[src/rtl/zc_phase_gen.sv]
module zc_phase_gen #(
  parameter int W = 12
) (
  input  logic         clk,
  input  logic         rst_n,
  input  logic         start,
  input  logic         advance,
  input  logic [W-1:0] n_len,
  input  logic [W-1:0] step,
  input  logic [W-1:0] beta0,
  output logic [W-1:0] phase,
  output logic [W-1:0] index,
  output logic         valid,
  output logic         last
);
  localparam int WX = W + 1;

  logic         active;
  logic [W-1:0] cnt, alpha, beta;

  logic [WX-1:0] nx, b_sum, b_red, a_sum, a_red;
  logic [W-1:0]  b_nx, a_nx;
  logic          at_end;

  assign nx    = {1'b0, n_len};
  assign b_sum = {1'b0, beta} + {1'b0, step};
  assign b_red = b_sum - nx;
  assign b_nx  = (b_sum >= nx) ? b_red[W-1:0] : b_sum[W-1:0];
  assign a_sum = {1'b0, alpha} + {1'b0, b_nx};
  assign a_red = a_sum - nx;
  assign a_nx  = (a_sum >= nx) ? a_red[W-1:0] : a_sum[W-1:0];

  assign at_end = (cnt == n_len - 1'b1);
  assign phase  = alpha;
  assign index  = cnt;
  assign valid  = active;
  assign last   = active & at_end;

  always_ff @(posedge clk or negedge rst_n) begin
    if (!rst_n) begin
      active <= 1'b0;
      cnt    <= '0;
      alpha  <= '0;
      beta   <= '0;
    end else if (start) begin
      active <= 1'b1;
      cnt    <= '0;
      alpha  <= '0;
      beta   <= beta0;
    end else if (active && advance) begin
      if (at_end) begin
        active <= 1'b0;
      end else begin
        cnt   <= cnt + 1'b1;
        beta  <= b_nx;
        alpha <= a_nx;
      end
    end
  end


  phase_range_chk: assert property (@(posedge clk) disable iff (!rst_n)
    valid |-> (phase < n_len));


  start_zero_chk: assert property (@(posedge clk) disable iff (!rst_n)
    start |=> (valid && index == '0 && phase == '0));


  stall_hold_chk: assert property (@(posedge clk) disable iff (!rst_n)
    (valid && !advance && !start) |=> (valid && $stable(phase) && $stable(index)));


  index_step_chk: assert property (@(posedge clk) disable iff (!rst_n)
    (valid && advance && !last && !start) |=> (valid && index == $past(index) + 1'b1));


  last_end_chk: assert property (@(posedge clk) disable iff (!rst_n)
    (last && advance && !start) |=> !valid);
endmodule

[config.mk]
export PLATFORM = sky130hd
export DESIGN_NAME = zc_phase_gen
export DESIGN_NICKNAME = d
export VERILOG_FILES = /design/src/rtl/zc_phase_gen.sv
export SDC_FILE = /design/constraint.sdc
export NUM_CORES = 1
export LEC_CHECK = 0
export ABC_AREA = 1
export BUFFER_PORTS_ARGS = -buffer_cell sky130_fd_sc_hd__buf_2
export CELL_PAD_IN_SITES_DETAIL_PLACEMENT = 0
export CELL_PAD_IN_SITES_GLOBAL_PLACEMENT = 1
export CORE_UTILIZATION = 38
export CTS_CLUSTER_SIZE = 24
export DETAILED_ROUTE_END_ITERATION = 8
export GPL_ROUTABILITY_DRIVEN = 0
export PLACE_DENSITY = 0.9
export SYNTH_ARGS = -nofsm -noshare
export SYNTH_HDL_FRONTEND = slang
export SYNTH_SLANG_ARGS = --single-unit
[constraint.sdc]
create_clock -name clk -period 4.95 [get_ports clk]
set_clock_uncertainty 0.05 [all_clocks]
set_input_delay 0.99 -clock clk [delete_from_list [all_inputs] [get_ports clk]]
set_output_delay 0.99 -clock clk [all_outputs]
set_load 0.01 [all_outputs]
==> results by group <==
Status
  • Outcome: complete, but fails checks
  • Failing checks: setup timing

Place
  • Placed insts: 1269
  • Worst slack, placed: -1.468 ns
  • Final HPWL DP: 15.08 mm
  • Port bufs: 65

Routing
  • Routed len/inst: 15.34 um
  • Total wire length: 19.88 mm
  • Pre-antenna DRT Iters: 5
  • Drt drc: 0
  • Remaining antenna violation count: 0
  • Via count: 6625
  • 1st-iter DRT viols: 402
  • Via density: 5.112

Setup path
  • Endpoint class of the critical path: flip-flop
  • CP Launch Type: input port
  • Worst stage delay on the critical path: 0.44 ns
  • Most frequent CP cell: nand2_4
  • Critical Path AT: 5.91 ns
  • Top Family by Delay on Critical Path: simple AND/OR/NAND/NOR gates
  • WP buf/inv: 8
  • Max FO, Critical Path: 6
  • CP required: 5.04 ns
  • Crit Path Category: input port to flip-flop
  • Crit-path slowest cell: fa_2

Floorplanning
  • Cell row count: 42
  • Die Y: 120.4 um
  • I/O pin count: 66
  • Core Footprint: 0.01345 mm2
  • Starting Density: 39.63%
  • Die width: 120.4 um
  • Die Area: 0.01451 mm2

STA
  • Final setup viols: 12
  • Worst-margin pin slew: 0.9486 ns
  • Setup slack after layout: -0.8685 ns
  • Final period util: 117.5%
  • FMAX: 171.9 MHz
  • Worst slew margin: 36.76%
  • Max Slew Vio Count: 0
  • Tmin final: 5.819 ns
  • RSZ-0062 raised after global routing: true
  • Final Hold Fails: 0

Run
  • Max_cap viols: 0

Synthesis
  • Count leader, synth: nand2_1
  • EDFF count, synth: 0
  • Commonest cells post-synth: nand2_1, inv_1, nand3_1
  • Syn_area_per_cell: 6.038 um2
  • Post-synthesis register bit count: 37
  • Syn nets: 977
  • Synth warnings: 0
  • Synth unique cells: 32
  • Cells after Synth: 883
  • Cell area after synthesis: 0.005331 mm2
  • Register area share after synthesis: 17.37%
  • Top FF cell, synth: dfrtp_1
  • Share of the synthesized area in the top cell type: 20.63%
  • Synth area leaders: nand2_1, dfrtp_1, ha_1
  • Synth async-reset ratio: 100.0%
  • Area leader, netlist: nand2_1

Layout
  • Post-Layout Cell Count: 1296
  • Share of cells above drive strength 1: 38.21%
  • Post-layout net count: 1214
  • Number of diodes: 0
  • # fillers: 1254
  • Layout area overhead: 52.48%

Clock network
  • Clock slew at reported path FFs: 0.06 ns
  • CTS sink cnt: 37
  • CTS H-Tree Depth: 2
  • CTS Buf Count: 5
  • Clk root buf: clkbuf_16
  • CTS tree: done
  • Max clock buf depth: 2
  • Clk_lat worst skew: 0.29 ns
  • Hold buffer count at cts: 0

Min path
  • HP Class: flip-flop to flip-flop

Global routing
  • Initial antenna violation count: 0
  • Largest net degree at the start of global routing: 38
  • GR Util All Layers: 27.48%
  • Global-route wire length before repair: 31.36 mm
  • Grt ovf: 0
  • Vias in the first global route: 6451
-- repair_timing --
item / in CTS / in global routing
setup endpoints to repair: 12 / 12
resized for setup: 78 / 61
buffers inserted: 13 / 5
pin swaps: 50 / 50
gates cloned: 2 / 0
-- routing by layer --
| metal | routed length, um | up-vias | global-route usage [%] | share of wire (%) |
|---|---|---|---|---|
| met5 | 0 | - | 0 | 0 |
| met4 | 750 | 0 | 11.03 | 3.8 |
| met3 | 883 | 58 | 2.736 | 4.4 |
| met2 | 9534 | 188 | 47.27 | 48 |
| met1 | 8715 | 3093 | 35.14 | 44 |
| li1 | - | 3286 | - | - |
-- cell usage in the layout, fill, tap and decap left out, types with 3 or more instances in the layout --
cell         n
o21ai_1     13
nand2_1    250
nor3_1       4
xnor2_1     16
xor2_1      20
nand2_2     40
nor2_2      15
nand4_1     10
inv_2       10
nor2_4       6
a21oi_2     12
o21bai_1     9
nand3_2     23
inv_1      114
nand3_4      3
xnor2_2      3
buf_4      178
o21ai_2     13
nand3b_1     4
o21ai_0      9
nand3_1     90
buf_2       64
xor2_2       3
nor2_1      64
nand2_4     13
a21oi_1     19
ha_1        25
ha_4        25
clkbuf_16    5
buf_6        4
dfrtp_1     37
-- flip-flops by register name (all words and copies together) (netlist names) --
register / count
phase: 12
beta: 12
valid: 1
index: 12
-- worst min-delay path, delay by kind of cell (launching register included) --
family / cells / cell delay, ns
flip-flops: 1 / 0.35
AND/OR/NAND/NOR: 2 / 0.13
-- path summary, 6_finish.rpt --
kind / cells past startpoint / endpoint / slack (ns) / start
worst max-delay path: 42 / phase[2] / -0.87 / step[0]
worst min-delay path: 2 / beta[11] / 0.46 / beta[11]
worst max register to register: 41 / phase[2] / -0.53 / beta[0]
worst min register to register: 2 / beta[11] / 0.46 / beta[11]
max in group asynchronous: 1 / beta[2] / 3.46 / rst_n
min in group asynchronous: 1 / index[10] / 0.80 / rst_n
-- through the flow --
stage	hold slack, ns	TNS (ns)	instance area [um2]	util (%)
3_5_place_dp	0.4442	-17.32	7113	52.87
2_1_floorplan	0.4192	-7.835	5489	-
3_3_place_gp	0.4343	-16.19	7113	52.87
6_report	0.4564	-10.05	8129	60.43
4_1_cts	0.4610	-8.037	7835	58.24
5_1_grt	0.4778	-12.99	8129	60.43
-- area by class of cell --
type	count	area, um2	area share (%)
Timing Repair Buffer	246	1702	20.93
Tap cell	176	220.2	2.709
Inverter	124	465.4	5.726
Clock inverter	2	35.03	0.4310
Sequential cell	37	925.9	11.39
Multi-Input combinational cell	706	4656	57.27
Clock buffer	5	125.1	1.539
-- cell families (layout without fill, tap and decap cells) --
kind of cell / Yosys count / in the layout / synth area share, %
XOR/XNOR: 43 / 43 / 7.064
adder cells (fa/ha/maj): 54 / 54 / 13.24
AND/OR/NAND/NOR: 527 / 528 / 42.52
flip-flops: 37 / 37 / 17.37
buffers and inverters: 141 / 377 / 10.96
AO/OA/AOI/OAI: 81 / 81 / 8.848
Power is left out: the tool's default activity adds up to more than one toggle a clock period on the data nets, which glitch-free logic cannot reach.
